$ cat config.mk
export PLATFORM = sky130hd
export DESIGN_NAME = irq_level_arbiter
export DESIGN_NICKNAME = d
export VERILOG_FILES = /design/src/rtl/irq_arb_pkg.sv /design/src/rtl/irq_pend_bank.sv /design/src/rtl/irq_prio_pick.sv /design/src/rtl/irq_vec_sel.sv /design/src/rtl/irq_level_arbiter.sv
export SDC_FILE = /design/constraint.sdc
export NUM_CORES = 1
export LEC_CHECK = 0
export BUFFER_PORTS_ARGS = -buffer_cell sky130_fd_sc_hd__buf_4
export CELL_PAD_IN_SITES_DETAIL_PLACEMENT = 0
export CELL_PAD_IN_SITES_GLOBAL_PLACEMENT = 1
export CORE_ASPECT_RATIO = 1.4
export CORE_MARGIN = 10
export CORE_UTILIZATION = 25
export DETAILED_ROUTE_END_ITERATION = 16
export PLACE_DENSITY = 0.75
export SYNTH_ARGS = -nofsm -noshare
export SYNTH_HDL_FRONTEND = slang
export SYNTH_HIERARCHICAL = 1
export SYNTH_SLANG_ARGS = --single-unit
$ cat constraint.sdc
create_clock -name clk -period 2.8 [get_ports clk]
set_input_delay 0.28 -clock clk [delete_from_list [all_inputs] [get_ports clk]]
set_output_delay 0.28 -clock clk [all_outputs]
set_load 0.02 [all_outputs]
$ cat src/rtl/irq_arb_pkg.sv
package irq_arb_pkg;
    localparam int IPL_W = 5;
    localparam int VEC_W = 8;
    localparam int SW_W  = 16;

    typedef logic [IPL_W-1:0] ipl_t;
    typedef logic [VEC_W-1:0] vec_t;

    // fixed level encodings
    localparam ipl_t LVL_HALT   = 5'h1F;
    localparam ipl_t LVL_CLK    = 5'h18;
    localparam ipl_t LVL_HW_MIN = 5'h14;
    localparam ipl_t LVL_CON    = 5'h14;
    localparam ipl_t LVL_STO    = 5'h15;

    // internal request sources that the block holds and clears itself
    typedef struct packed {
        logic tmr;
        logic con_rx;
        logic con_tx;
        logic sto_rx;
        logic sto_tx;
    } pend_t;

    localparam int NSRC = $bits(pend_t);

    typedef struct packed {
        logic valid;
        logic err;
        vec_t vec;
    } ack_res_t;

    // software bits strictly above the current level
    function automatic logic [SW_W-1:0] sw_eligible(input ipl_t ipl,
                                                    input logic [SW_W-1:0] req);
        logic [SW_W-1:0] m;
        for (int i = 0; i < SW_W; i++) begin
            m[i] = (i > int'(ipl));
        end
        return req & m;
    endfunction

    // index of highest set bit, bit 0 excluded
    function automatic ipl_t sw_top(input logic [SW_W-1:0] el);
        ipl_t r;
        r = '0;
        for (int i = 1; i < SW_W; i++) begin
            if (el[i]) r = ipl_t'(i);
        end
        return r;
    endfunction
endpackage

$ cat src/rtl/irq_pend_bank.sv
module irq_pend_bank
    import irq_arb_pkg::*;
(
    input  logic  clk,
    input  logic  rst,
    input  pend_t set_i,
    input  pend_t clr_i,
    output pend_t pend_q,
    output pend_t pend_nx
);
    logic [NSRC-1:0] s_v;
    logic [NSRC-1:0] c_v;
    logic [NSRC-1:0] q_v;
    logic [NSRC-1:0] n_v;

    assign s_v = set_i;
    assign c_v = clr_i;

    for (genvar g = 0; g < NSRC; g++) begin : g_bit
        // a new event in the same cycle as a clear survives
        assign n_v[g] = (q_v[g] & ~c_v[g]) | s_v[g];

        always_ff @(posedge clk) begin
            if (rst) q_v[g] <= 1'b0;
            else     q_v[g] <= n_v[g];
        end
    end

    assign pend_q  = pend_t'(q_v);
    assign pend_nx = pend_t'(n_v);
endmodule

$ cat src/rtl/irq_prio_pick.sv
module irq_prio_pick
    import irq_arb_pkg::*;
#(
    parameter int NUM_EXT = 4
)(
    input  ipl_t               ipl,
    input  logic               halt,
    input  pend_t              pend,
    input  logic [NUM_EXT-1:0] ext_req,
    input  logic [SW_W-1:0]    sw_req,
    output ipl_t               level
);
    logic            done;
    logic [SW_W-1:0] sw_el;

    always_comb begin
        level = '0;
        done  = 1'b0;
        sw_el = '0;

        if (halt) begin
            level = LVL_HALT;
            done  = 1'b1;
        end else if (pend.tmr && (ipl < LVL_CLK)) begin
            level = LVL_CLK;
            done  = 1'b1;
        end

        // external scan, top level first; early exit at or below ipl
        for (int i = NUM_EXT - 1; i >= 0; i--) begin
            if (!done) begin
                if ((int'(LVL_HW_MIN) + i) <= int'(ipl)) begin
                    done = 1'b1;
                end else if (ext_req[i]) begin
                    level = ipl_t'(int'(LVL_HW_MIN) + i);
                    done  = 1'b1;
                end
            end
        end

        if (!done && (pend.con_rx || pend.con_tx) && (ipl < LVL_CON)) begin
            level = LVL_CON;
            done  = 1'b1;
        end

        if (!done && (pend.sto_rx || pend.sto_tx) && (ipl < LVL_STO)) begin
            level = LVL_STO;
            done  = 1'b1;
        end

        if (!done && (int'(ipl) < SW_W - 1)) begin
            sw_el = sw_eligible(ipl, sw_req);
            level = sw_top(sw_el);
        end
    end
endmodule

$ cat src/rtl/irq_vec_sel.sv
module irq_vec_sel
    import irq_arb_pkg::*;
#(
    parameter int   NUM_EXT    = 4,
    parameter vec_t VEC_TMR    = 8'hC0,
    parameter vec_t VEC_CON_RX = 8'hF8,
    parameter vec_t VEC_CON_TX = 8'hFC,
    parameter vec_t VEC_STO_RX = 8'hF0,
    parameter vec_t VEC_STO_TX = 8'hF4
)(
    input  logic                     ack,
    input  ipl_t                     ack_level,
    input  pend_t                    pend,
    input  logic [NUM_EXT-1:0]       ext_req,
    input  logic [NUM_EXT*VEC_W-1:0] ext_vec,
    output ack_res_t                 res,
    output pend_t                    clr
);
    localparam int LVL_HW_MAX_I = int'(LVL_HW_MIN) + NUM_EXT - 1;

    logic hit;

    always_comb begin
        res = '0;
        clr = '0;
        hit = 1'b0;
        if (ack) begin
            res.valid = 1'b1;
            if (ack_level == LVL_CLK) begin
                res.vec = VEC_TMR;
                clr.tmr = 1'b1;
            end else if (int'(ack_level) > LVL_HW_MAX_I) begin
                res.err = 1'b1;
            end else begin
                for (int i = 0; i < NUM_EXT; i++) begin
                    if ((int'(ack_level) == int'(LVL_HW_MIN) + i) && ext_req[i]) begin
                        res.vec = ext_vec[i*VEC_W +: VEC_W];
                        hit     = 1'b1;
                    end
                end
                if (!hit && (ack_level == LVL_CON)) begin
                    if (pend.con_rx) begin
                        res.vec    = VEC_CON_RX;
                        clr.con_rx = 1'b1;
                    end else if (pend.con_tx) begin
                        res.vec    = VEC_CON_TX;
                        clr.con_tx = 1'b1;
                    end
                end
                if (!hit && (ack_level == LVL_STO)) begin
                    if (pend.sto_rx) begin
                        res.vec    = VEC_STO_RX;
                        clr.sto_rx = 1'b1;
                    end else if (pend.sto_tx) begin
                        res.vec    = VEC_STO_TX;
                        clr.sto_tx = 1'b1;
                    end
                end
            end
        end
    end
endmodule

$ cat src/rtl/irq_level_arbiter.sv
module irq_level_arbiter
    import irq_arb_pkg::*;
#(
    parameter int   NUM_EXT    = 4,
    parameter vec_t VEC_TMR    = 8'hC0,
    parameter vec_t VEC_CON_RX = 8'hF8,
    parameter vec_t VEC_CON_TX = 8'hFC,
    parameter vec_t VEC_STO_RX = 8'hF0,
    parameter vec_t VEC_STO_TX = 8'hF4
)(
    input  logic                     clk,
    input  logic                     rst,
    input  logic [IPL_W-1:0]         cur_ipl,
    input  logic                     halt_req,
    input  logic                     tmr_evt,
    input  logic                     con_rx_evt,
    input  logic                     con_tx_evt,
    input  logic                     sto_rx_evt,
    input  logic                     sto_tx_evt,
    input  logic [NUM_EXT-1:0]       ext_req,
    input  logic [NUM_EXT*VEC_W-1:0] ext_vec,
    input  logic [SW_W-1:0]          sw_req,
    input  logic                     ack,
    input  logic [IPL_W-1:0]         ack_level,
    output logic [IPL_W-1:0]         irq_level,
    output logic                     ack_vec_valid,
    output logic [VEC_W-1:0]         ack_vec,
    output logic                     ack_err
);
    pend_t    set_v;
    pend_t    clr_v;
    pend_t    pend_q;
    pend_t    pend_nx;
    ipl_t     level_d;
    ipl_t     level_q;
    ack_res_t res_d;
    ack_res_t res_q;

    assign set_v = '{tmr: tmr_evt, con_rx: con_rx_evt, con_tx: con_tx_evt,
                     sto_rx: sto_rx_evt, sto_tx: sto_tx_evt};

    irq_pend_bank u_pend (
        .clk     (clk),
        .rst     (rst),
        .set_i   (set_v),
        .clr_i   (clr_v),
        .pend_q  (pend_q),
        .pend_nx (pend_nx)
    );

    // vector choice uses the state held before this cycle's events
    irq_vec_sel #(
        .NUM_EXT    (NUM_EXT),
        .VEC_TMR    (VEC_TMR),
        .VEC_CON_RX (VEC_CON_RX),
        .VEC_CON_TX (VEC_CON_TX),
        .VEC_STO_RX (VEC_STO_RX),
        .VEC_STO_TX (VEC_STO_TX)
    ) u_vsel (
        .ack       (ack),
        .ack_level (ack_level),
        .pend      (pend_q),
        .ext_req   (ext_req),
        .ext_vec   (ext_vec),
        .res       (res_d),
        .clr       (clr_v)
    );

    // arbitration sees the pending state that will be registered this edge
    irq_prio_pick #(
        .NUM_EXT (NUM_EXT)
    ) u_pick (
        .ipl     (cur_ipl),
        .halt    (halt_req),
        .pend    (pend_nx),
        .ext_req (ext_req),
        .sw_req  (sw_req),
        .level   (level_d)
    );

    always_ff @(posedge clk) begin
        if (rst) begin
            level_q <= '0;
            res_q   <= '0;
        end else begin
            level_q <= level_d;
            res_q   <= res_d;
        end
    end

    assign irq_level     = level_q;
    assign ack_vec_valid = res_q.valid;
    assign ack_vec       = res_q.vec;
    assign ack_err       = res_q.err;
endmodule

## Yosys cells after proc, flatten, opt, wreduce, memory -nomap -nowiden

Cells that the tools add are included.
Widths: inputs -> output; s select.

| cells by class | value |
|---|---|
| magnitude comparators | 24 |
| eq/ne operators | 7 |
| multiplexer cells | 82 |
| bitwise logic cells | 17 |
| reduce and logical (&&, ||, !) cells | 21 |

Operators by type and width:

| kind | count |
|---|---|
| $mux 8 | 12 |
| $mux 5 | 18 |
| $gt 4x5->1 const A | 8 |
| $mux 4 | 10 |
| $eq 5x5->1 const B | 7 |
| $mux 1 | 33 |
| $gt 3x5->1 const A | 4 |
| $le 5x5->1 const A | 4 |
| $and 16x16->16 | 1 |
| $lt 5x5->1 const B | 3 |
| $logic_and 1x1->1 | 12 |
| $mux 3 | 4 |
| $gt 2x5->1 const A | 2 |
| $mux 10 | 1 |
| $mux 2 | 4 |
| $not 1->1 | 6 |
| $and 1x1->1 | 5 |
| $gt 1x5->1 const A | 1 |
| $gt 5x5->1 const B | 1 |
| $lt 5x4->1 const B | 1 |
| $or 1x1->1 | 5 |
| $logic_not 1->1 | 4 |
| $reduce_or 4->1 | 1 |
| $reduce_or 3->1 | 1 |
| other kinds (2) | 3 |

| storage, ports and cells | value |
|---|---|
| flip-flop bits (word level) | 20 |
| input bits | 71 |
| output and inout port bits | 15 |
| logic and storage cells | 161 |

## Longest topological paths before layout

Gate-level depths: netlist of the first run.

| logic depth | value |
|---|---|
| word-level depth | 36 |
| mapped depth | 13 |
| mapped depth without buffers | 12 |

## Cells and area by module

Netlist of the first run, hierarchy kept.

By module, submodules not included:

| module | times used | cells each | area each (um2) | seq. area each (um2) |
|---|---|---|---|---|
| irq_prio_pick | 1 | 100 | 623.1 | 0.0 |
| irq_vec_sel | 1 | 77 | 541.8 | 0.0 |
| irq_level_arbiter | 1 | 31 | 432.9 | 300.3 |
| irq_pend_bank | 1 | 25 | 231.5 | 100.1 |

## Worst setup path before layout of the first run

No wires, ideal clock.

| path | value |
|---|---|
| kind | input -> register |
| from | input port ack_level[1] |
| to | register level_q[2], in the netlist irq_level[2] |
| library setup time | 0.116 ns |
| arrival time | 2.704 ns |
| required time | 2.684 ns |
| path slack | -0.020 ns |
| stages | 13 |
| buffers on the path | 1 |
| path through | buf_2 -> nand4bb_4 -> nand3b_4 -> or2_1 -> nor4b_2 -> nand2b_4 -> nand2_1 -> nor4_4 -> o2111ai_2 -> nand2b_1 -> a311oi_1 -> a21oi_1 -> and2b_2 |

RTL lines:

| item | line | text |
|---|---|---|
| from (decl) | irq_level_arbiter.sv:24 | `input logic [IPL_W-1:0] ack_level,` |
| to (signal assigned) | irq_level_arbiter.sv:86 | `level_q <= level_d;` |
| to (decl) | irq_level_arbiter.sv:35 | `ipl_t level_q;` |

==> results.sh, run 1 <==
export IMPL_synth_warnings=6
export IMPL_slew_viol_final=0
export IMPL_cts_tree="yes"
export IMPL_die_width_um=92.3
export IMPL_crit_arrival_ns=2.77
export IMPL_fin_nets=396
export IMPL_cp_buffers_inverters=1
export IMPL_placedInstanceArea_um2=2610
export IMPL_netlist_top_cells_area="dfxtp_1 22%, a21oi_1 4.9%, nand2_1 4.9%"
export IMPL_antenna_found_initial=0
export IMPL_place_congestion=0.775
export IMPL_max_freq_ghz=0.383
export IMPL_synth_cell_area_um2=1830
export IMPL_peakVddDrop_uv=144
export IMPL_power_density_nw_per_um2=286
export IMPL_syn_avg_cell_area_um2=7.85
export IMPL_grt_max_degree=21
export IMPL_rows=36
export IMPL_synth_cell_types=62
export IMPL_fin_crit_ns=2.61
export IMPL_remaining_drc_errors=0
export IMPL_num_antenna_cells=0
export IMPL_via_count=2058
export IMPL_critPathKind="input port to flop"
export IMPL_crit_slowest_cell="nor4_4"
export IMPL_antenna_left=0
export IMPL_vias_per_cell=4.92
export IMPL_setup_viol=0
export IMPL_grtUsageTotal_pct=11.0
export IMPL_grt_pass1_vias=2093
export IMPL_cts_made_buffers=3
export IMPL_fillers=782
export IMPL_cp_common_cell="nand2b_4"
export IMPL_min_path_type="input port to flop"
export IMPL_slew_headroom_pct=74.1
export IMPL_synthCells=233
export IMPL_crit_family="simple AND/OR/NAND/NOR gates"
export IMPL_die_area_um2=11200
export IMPL_ys_ff_latch=20
export IMPL_io_pins=86
export IMPL_cts_root_buf="clkbuf_8"
export IMPL_cts_hold_buffers=0
export IMPL_syn_nets=304
export IMPL_p_leak_nw=1.09
export IMPL_cts_resized=0
export IMPL_synth_edf_count=0
export IMPL_grt_setup_unrepaired="false"
export IMPL_synth_top_area_cell="dfxtp_1"
export IMPL_initial_core_util_pct=26.0
export IMPL_worst_setup_path_start_kind="input port"
export IMPL_wire_per_inst_um=15.4
export IMPL_postLayoutCellArea_um2=2660
export IMPL_grt_pass1_wl_um=10200
export IMPL_syn2layout_area_growth_pct=45.1
export IMPL_tightest_slew_ns=0.389
export IMPL_min_period_over_period_pct=93.3
export IMPL_hold_viol=0
export IMPL_die_h_um=121
export IMPL_wl_um=6460
export IMPL_postCtsSetupBuffers=0
export IMPL_tns_ns=0
export IMPL_cpPeakStageDelay_ns=0.31
export IMPL_synth_top_cell_area_share_pct=21.9
export IMPL_core_area_um2=7030
export IMPL_clock_path_buffers=2
export IMPL_async_flop_share_pct=0
export IMPL_yosysSeqAreaShare_pct=21.9
export IMPL_clock_sinks=20
export IMPL_drtIter0Drc=60
export IMPL_crit_chain="buf_4 > nand4bb_4 > nand3b_4 > or2_1 > nor3b_1 > nand2b_4 > nand2_1 > nor4_4 > o2111ai_2 > nand2b_4 > a311oi_1 > a21oi_1 > and2b_2"
export IMPL_hpwl_um=5460
export IMPL_status="complete, no violations"
export IMPL_end_kind="flop"
export IMPL_layout_drive_gt1_share_pct=42.4
export IMPL_io_buffers=84
export IMPL_cts_htree_levels=1
export IMPL_required_ns=2.96
export IMPL_firstDrtPassIters=4
export IMPL_cap_violations=0
export IMPL_synthFlopType="dfxtp_1"
export IMPL_clkLatencyLatePin_ns=0.26
export IMPL_cts_reportedPaths_clkPinSlew_ns=0.07
export IMPL_grt_overflow_total=0
export IMPL_path_max_fanout=5
export IMPL_fin_worst_skew_ns=0.00321
-- worst min-delay path, stage by stage --
cell,delay (ns)
buf_4,0.07
inv_1,0.04
a21oi_1,0.10
-- cell type report --
type / count / area (um2) / share of cell area [%]
multi-input cells: 192 / 1330 / 49.9
flip-flops and latches: 20 / 400 / 15.1
well taps: 95 / 119 / 4.48
inverters: 11 / 41.3 / 1.56
clock buffers: 3 / 41.3 / 1.56
repair buffers: 97 / 728 / 27.4
-- metal layers --
layer  vias to the layer above  share of wire (%)  global-route usage (%)
met3                         6                9.2                    3.72
met4                         0               0.94                    2.32
met2                        80                 47                    18.8
met5                         -                  0                       0
met1                       930                 43                    13.0
li1                       1042                  -                       -
-- worst paths after layout --
path                                    endpoint              from  depth (start not counted)  slack [ns]
worst min-delay path            u_pend/pend_q[4]           tmr_evt                          3        0.27
worst max register to register      irq_level[2]  u_pend/pend_q[3]                          9        0.50
worst max-delay path                irq_level[2]      ack_level[1]                         13        0.19
worst min register to register  u_pend/pend_q[4]  u_pend/pend_q[4]                          2        0.49
-- cells by family (layout without fill, tap and decap cells) --
group / after synthesis / in the layout / synth area share [%]
adder cells (fa/ha/maj): 1 / 1 / 0.616
AO/OA/AOI/OAI: 76 / 76 / 30.7
flip-flops: 20 / 20 / 21.9
buffers and inverters: 21 / 111 / 6.09
AND/OR/NAND/NOR: 115 / 115 / 40.7
-- metrics by stage --
stage | cells | power [mW] | hold WS, ns | util, % | setup WS [ns]
finish | 418 | 0.760 | 0.269 | 37.8 | 0.189
global route | 418 | 0.812 | 0.286 | 37.8 | 0.00254
CTS | 418 | 0.775 | 0.266 | 37.8 | 0.174
detailed placement | 415 | 0.578 | 0.487 | 37.2 | -0.0919
global placement | 415 | 0.576 | 0.471 | 37.2 | -0.0897
floorplan | 233 | 0.442 | 0.349 | - | 0.0177
-- Yosys cell counts (all sizes together), types with 2 or more instances --
library cell and instances:
nor2 26, nand2 24, a21oi 20, dfxtp 20, nor2b 15, inv 11
o21ai 11, buf 10, nor3 10, nand2b 8, nand3 7, and2b 6
o22ai 5, a211oi 4, a22oi 4, a32oi 4, o21a 4, nand3b 3
nor3b 3, nor4 3, a2111oi 2, a21boi 2, a221oi 2, a222oi 2
a2bb2oi 2, nand4bb 2, nor4b 2, o211ai 2, o2bb2ai 2, o31a 2
or2 2
-- cells in the final DEF, fill, tap and decap left out, drive strengths merged, types with 6 or more instances in the layout --
| master | synthesis | layout |
|---|---|---|
| inv | 11 | 11 |
| nor3 | 10 | 10 |
| buf | 10 | 97 |
| nand3 | 7 | 7 |
| o21ai | 11 | 11 |
| dfxtp | 20 | 20 |
| a21oi | 20 | 20 |
| nor2 | 26 | 26 |
| nand2b | 8 | 8 |
| nor2b | 15 | 15 |
| nand2 | 24 | 24 |
| and2b | 6 | 6 |
-- flip-flops by register name, indices dropped and copies added (netlist names) --
| register | count |
|---|---|
| ack_err | 1 |
| ack_vec | 8 |
| irq_level | 5 |
| u_pend/pend_q | 5 |
| ack_vec_valid | 1 |
-- power by group --
part,internal (mW),switching [mW],leakage (nW),total (mW)
Sequential,0.297,0.00905,0.165,0.306
Combinational,0.138,0.127,0.906,0.264
Clock,0.0959,0.0943,0.0216,0.190
Total,0.530,0.230,1.09,0.760
No activity file was read; power rests on OpenSTA's default activity.
==> inputs of run 2 (changes only) <==
REMOVE_ABC_BUFFERS = 1   (was not set)
==> run 2 against run 1 <==
Register-to-register slack improved by 0.03 ns. Critical path type unchanged. Clock skew increased by 0.0036 ns. Hold slack got worse by 0.0038 ns. Die area unchanged. Clock power increased by 55%. Critical endpoint is now irq_level[0].
==> results.sh, run 2 (same netlist as run 1, synthesis figures left out) <==
export IMPL_cts_made_buffers=3
export IMPL_clock_sinks=20
export IMPL_io_pins=86
export IMPL_seqCellArea_um2=400
export IMPL_core_area_um2=7030
export IMPL_max_freq_ghz=0.382
export IMPL_grt_pass1_vias=2084
export IMPL_rows=36
export IMPL_num_antenna_cells=0
export IMPL_multi_input_area_um2=1320
export IMPL_placedInstanceArea_um2=2630
export IMPL_required_ns=3.00
export IMPL_place_congestion=0.812
export IMPL_peakVddDrop_uv=152
export IMPL_min_path_type="input port to flop"
export IMPL_cts_htree_levels=1
export IMPL_drtIter0Drc=33
export IMPL_grt_max_degree=21
export IMPL_vias_per_cell=4.92
export IMPL_cts_reportedPaths_clkPinSlew_ns=0.08
export IMPL_fin_crit_ns=2.62
export IMPL_cts_tree="yes"
export IMPL_r2r_slack_ns=0.53
export IMPL_fin_worst_skew_ns=0.00681
export IMPL_p_leak_nw=1.11
export IMPL_io_buffers=84
export IMPL_cp_common_cell="buf_4"
export IMPL_die_area_um2=11200
export IMPL_tightest_slew_ns=0.404
export IMPL_critPathKind="input port to flop"
export IMPL_clkLatencyLatePin_ns=0.26
export IMPL_cap_violations=0
export IMPL_syn2layout_area_growth_pct=47.6
export IMPL_final_cells=422
export IMPL_antenna_left=0
export IMPL_min_period_over_period_pct=93.5
export IMPL_path_max_fanout=4
export IMPL_cp_buffers_inverters=2
export IMPL_postCtsSetupBuffers=0
export IMPL_initial_core_util_pct=26.0
export IMPL_clock_path_buffers=2
export IMPL_finalPower_uw=866
export IMPL_grt_pass1_wl_um=10000
export IMPL_crit_slowest_cell="nor4_4"
export IMPL_slew_headroom_pct=73.0
export IMPL_power_density_nw_per_um2=321
export IMPL_cpPeakStageDelay_ns=0.31
export IMPL_largest_reg_flops=8
export IMPL_cts_resized=0
export IMPL_slew_viol_final=0
export IMPL_fin_nets=399
export IMPL_grtUsageTotal_pct=10.8
export IMPL_wl_um=6370
export IMPL_hpwl_um=5310
export IMPL_via_count=2075
export IMPL_final_cell_mix="100 x buf_4, 24 x nand2_1, 24 x nor2_1"
export IMPL_cts_root_buf="clkbuf_8"
export IMPL_crit_arrival_ns=2.82
export IMPL_worst_setup_path_start_kind="input port"
export IMPL_antenna_found_initial=0
export IMPL_die_h_um=121
export IMPL_die_width_um=92.3
export IMPL_placed_cells=418
export IMPL_wire_per_inst_um=15.1
export IMPL_end_kind="flop"
export IMPL_cts_hold_buffers=0
export IMPL_tns_ns=0
export IMPL_firstDrtPassIters=4
export IMPL_grt_overflow_total=0
export IMPL_status="complete, no violations"
export IMPL_remaining_drc_errors=0
export IMPL_fillers=789
export IMPL_hold_viol=0
export IMPL_crit_family="simple AND/OR/NAND/NOR gates"
export IMPL_hold_worst_slack_ns=0.265
export IMPL_postLayoutCellArea_um2=2700
export IMPL_grt_setup_unrepaired="false"
export IMPL_mostFrequentLayoutCell="buf_4"
export IMPL_layout_drive_gt1_share_pct=42.8
export IMPL_crit_chain="buf_4 > nand4bb_4 > nand3b_4 > or2_1 > nor3b_1 > nand2b_4 > nand2_1 > nor4_4 > o2111ai_2 > buf_4 > o211a_2 > o21a_1 > a211oi_2 > nor2b_1"
export IMPL_setup_viol=0
## run 2: changes by cell type in the layout (fill, tap and decap cells not counted), sizes merged
| cell | change |
|---|---|
| bufinv | +1 |
| buf | +3 |
## run 2: power by group
group	switching [mW]	total, mW	internal, mW
Sequential	0.00890	0.306	0.297
Combinational	0.127	0.265	0.138
Clock	0.104	0.295	0.191
Total	0.239	0.866	0.626
## run 2: worst register-to-register path: stages (launching register included)
cell and delay, ns:
dfxtp_1 0.45, nor3b_1 0.22, nand2b_4 0.16, nand2_1 0.09, nor4_4 0.31, o2111ai_2 0.20, buf_4 0.19, o211a_2 0.15
o21a_1 0.12, a211oi_2 0.17, nor2b_1 0.15
## run 2: cell type report
type                    count  share of cell area (%)
well taps                  95                    4.40
inverters                  11                    1.53
clock inverters             1                    1.11
multi-input cells         192                    48.8
repair buffers            100                    27.8
clock buffers               3                    1.53
flip-flops and latches     20                    14.8
## run 2: final timing paths
path	start	end	depth (start not counted)
worst max-delay path	ack_level[3]	irq_level[0]	14
worst min-delay path	tmr_evt	u_pend/pend_q[4]	3
worst min register to register	u_pend/pend_q[4]	u_pend/pend_q[4]	2
worst max register to register	u_pend/pend_q[3]	irq_level[0]	10
## run 2: layer usage
metal	part of all wire, %	GRT usage, %
met5	0	0
met4	1.7	3.97
met3	8.2	3.65
met2	48	18.3
met1	42	12.2
## run 2: stage by stage
| step | util [%] | setup slack (ns) |
|---|---|---|
| detailed placement | 37.4 | -0.167 |
| CTS | 38.4 | 0.119 |
| global placement | 37.4 | -0.122 |
| finish | 38.4 | 0.181 |
| floorplan | - | 0.113 |
| global route | 38.4 | 0.0134 |
==> inputs of run 3 (changes only) <==
PLACE_DENSITY = not set   (was 0.75)
PLACE_DENSITY_LB_ADDON = 0.1   (was not set)
==> run 3 against run 2 <==
Flip-flop and latch count unchanged. First-iteration DRC count grew 91%. Cell count is 0.71% higher. Clock skew rose by 0.0023 ns. Hold slack gained 0.0030 ns. Combinational power up 3%. Fmax increased by 0.61%. Global-route usage up 1.2 points. Total power up 1.7%. Largest power group unchanged. Clock power rose by 2%.
==> results.sh, run 3 (same netlist as run 1, synthesis figures left out) <==
export IMPL_power_density_nw_per_um2=321
export IMPL_die_h_um=121
export IMPL_r2r_start="u_pend/pend_q[3]"
export IMPL_tns_ns=0
export IMPL_min_period_over_period_pct=93.0
export IMPL_initial_core_util_pct=26.0
export IMPL_firstDrtPassIters=4
export IMPL_die_width_um=92.3
export IMPL_fin_nets=402
export IMPL_r2r_end="irq_level[4]"
export IMPL_worst_setup_path_start_kind="input port"
export IMPL_io_buffers=84
export IMPL_critPathKind="input port to flop"
export IMPL_clock_sinks=20
export IMPL_via_count=2055
export IMPL_slew_viol_final=0
export IMPL_grt_max_degree=21
export IMPL_clkLatencyLatePin_ns=0.27
export IMPL_min_path_type="input port to flop"
export IMPL_layout_drive_gt1_share_pct=43.9
export IMPL_finalPower_uw=880
export IMPL_r2r_cells=10
export IMPL_num_antenna_cells=0
export IMPL_hold_viol=0
export IMPL_cts_tree="yes"
export IMPL_wl_um=7050
export IMPL_wire_per_inst_um=16.6
export IMPL_largest_reg_flops=8
export IMPL_cts_hold_buffers=0
export IMPL_slew_headroom_pct=74.6
export IMPL_drtIter0Drc=63
export IMPL_tightest_slew_ns=0.381
export IMPL_vias_per_cell=4.84
export IMPL_hold_start="tmr_evt"
export IMPL_cap_violations=0
export IMPL_die_area_um2=11200
export IMPL_max_freq_ghz=0.384
export IMPL_intPower_uw=629
export IMPL_place_congestion=0.771
export IMPL_antenna_found_initial=0
export IMPL_grt_pass1_wl_um=11100
export IMPL_fillers=788
export IMPL_final_cell_mix="103 x buf_4, 24 x nand2_1, 24 x nor2_1"
export IMPL_cts_reportedPaths_clkPinSlew_ns=0.09
export IMPL_cts_htree_levels=1
export IMPL_end_kind="flop"
export IMPL_p_leak_nw=1.13
export IMPL_hpwl_um=5850
export IMPL_seqPwrFrac_pct=34.8
export IMPL_grt_pass1_vias=2279
export IMPL_hold_depth=3
export IMPL_clock_path_buffers=2
export IMPL_pwr_share_comb_pct=31.2
export IMPL_fin_crit_ns=2.60
export IMPL_setup_viol=0
export IMPL_rows=36
export IMPL_fin_worst_skew_ns=0.00915
export IMPL_switching_share_pct=28.5
export IMPL_syn2layout_area_growth_pct=50.1
export IMPL_netSwitchingPower_uw=251
export IMPL_io_pins=86
export IMPL_peakVddDrop_uv=208
export IMPL_r2r_slack_ns=0.53
export IMPL_grt_setup_unrepaired="false"
export IMPL_status="complete, no violations"
export IMPL_cts_made_buffers=3
export IMPL_mostFrequentLayoutCell="buf_4"
export IMPL_antenna_left=0
export IMPL_path_max_fanout=4
export IMPL_grtUsageTotal_pct=12.0
export IMPL_crit_arrival_ns=2.77
export IMPL_remaining_drc_errors=0
export IMPL_hold_end="u_pend/pend_q[4]"
export IMPL_p_clk_share_pct=34.1
export IMPL_required_ns=2.97
export IMPL_core_area_um2=7030
export IMPL_cts_root_buf="clkbuf_8"
export IMPL_grt_overflow_total=0
[run 3: changes by cell type in the layout (fill, tap and decap cells not counted)]
cell and change:
buf_4 +3, a311oi_1 -1, o2111ai_4 +1, nor3b_2 +1, nor3b_1 -1, a311oi_2 +1
o2111ai_2 -1
[run 3: worst max path at each step]
stage	to	slack, ns	start	cells past startpoint
3_3_place_gp	irq_level[2]	-0.16	ack_level[3]	13
3_5_place_dp	irq_level[2]	-0.22	ack_level[3]	13
2_1_floorplan	irq_level[2]	0.11	ack_level[3]	12
4_1_cts	irq_level[2]	0.07	ack_level[3]	13
6_report	irq_level[4]	0.20	ack_level[3]	14
5_1_grt	irq_level[4]	0.001	ack_level[3]	14
[run 3: power groups by stage]
stage | clock [mW] | combinational, mW | sequential, mW
finish | 0.300 | 0.274 | 0.306
global route | 0.323 | 0.301 | 0.308
CTS | 0.310 | 0.276 | 0.306
detailed placement | 0 | 0.275 | 0.313
global placement | 0 | 0.274 | 0.313
floorplan | 0 | 0.101 | 0.321
[run 3: critical path, cell delays in order]
cell	delay, ns
buf_4	0.11
nand4bb_4	0.22
nand3b_4	0.17
or2_1	0.29
nor3b_2	0.20
nand2b_4	0.14
nand2_1	0.10
nor4_4	0.34
buf_4	0.17
o22ai_1	0.08
o31ai_1	0.24
buf_4	0.16
nand3_1	0.07
and2b_2	0.20
[run 3: cell type report]
cell class / count / area [um2] / share of cell area [%]
clock inverter: 1 / 30.0 / 1.09
sequential: 20 / 400 / 14.6
clock buffer: 3 / 41.3 / 1.50
tap: 95 / 119 / 4.33
timing repair buffer: 103 / 773 / 28.2
multi-input combinational: 192 / 1340 / 48.8
inverter: 11 / 41.3 / 1.50
[run 3: metal layers]
metal	up-vias	global-route usage [%]	wire, um
li1	1050	-	-
met1	935	13.1	2880
met2	66	22.4	3700
met3	4	2.72	399
met4	0	3.29	70
met5	-	0	0
[run 3: timing repair]
item | in CTS | in global routing
buffers inserted | 0 | 1
hold endpoints to repair | 0 | 0
resized for setup | 0 | 3
setup endpoints to repair | 0 | 3
[run 3: stage by stage]
stage / hold slack [ns] / cells / area, um2 / setup slack (ns) / utilization (%)
after floorplan: 0.346 / 223 / 1760 / 0.113 / -
after global placement: 0.472 / 420 / 2640 / -0.161 / 37.6
after CTS: 0.262 / 424 / 2720 / 0.0695 / 38.6
final: 0.268 / 425 / 2750 / 0.197 / 39.1
after global routing: 0.287 / 425 / 2750 / 0.00134 / 39.1
after detailed placement: 0.478 / 420 / 2640 / -0.223 / 37.6
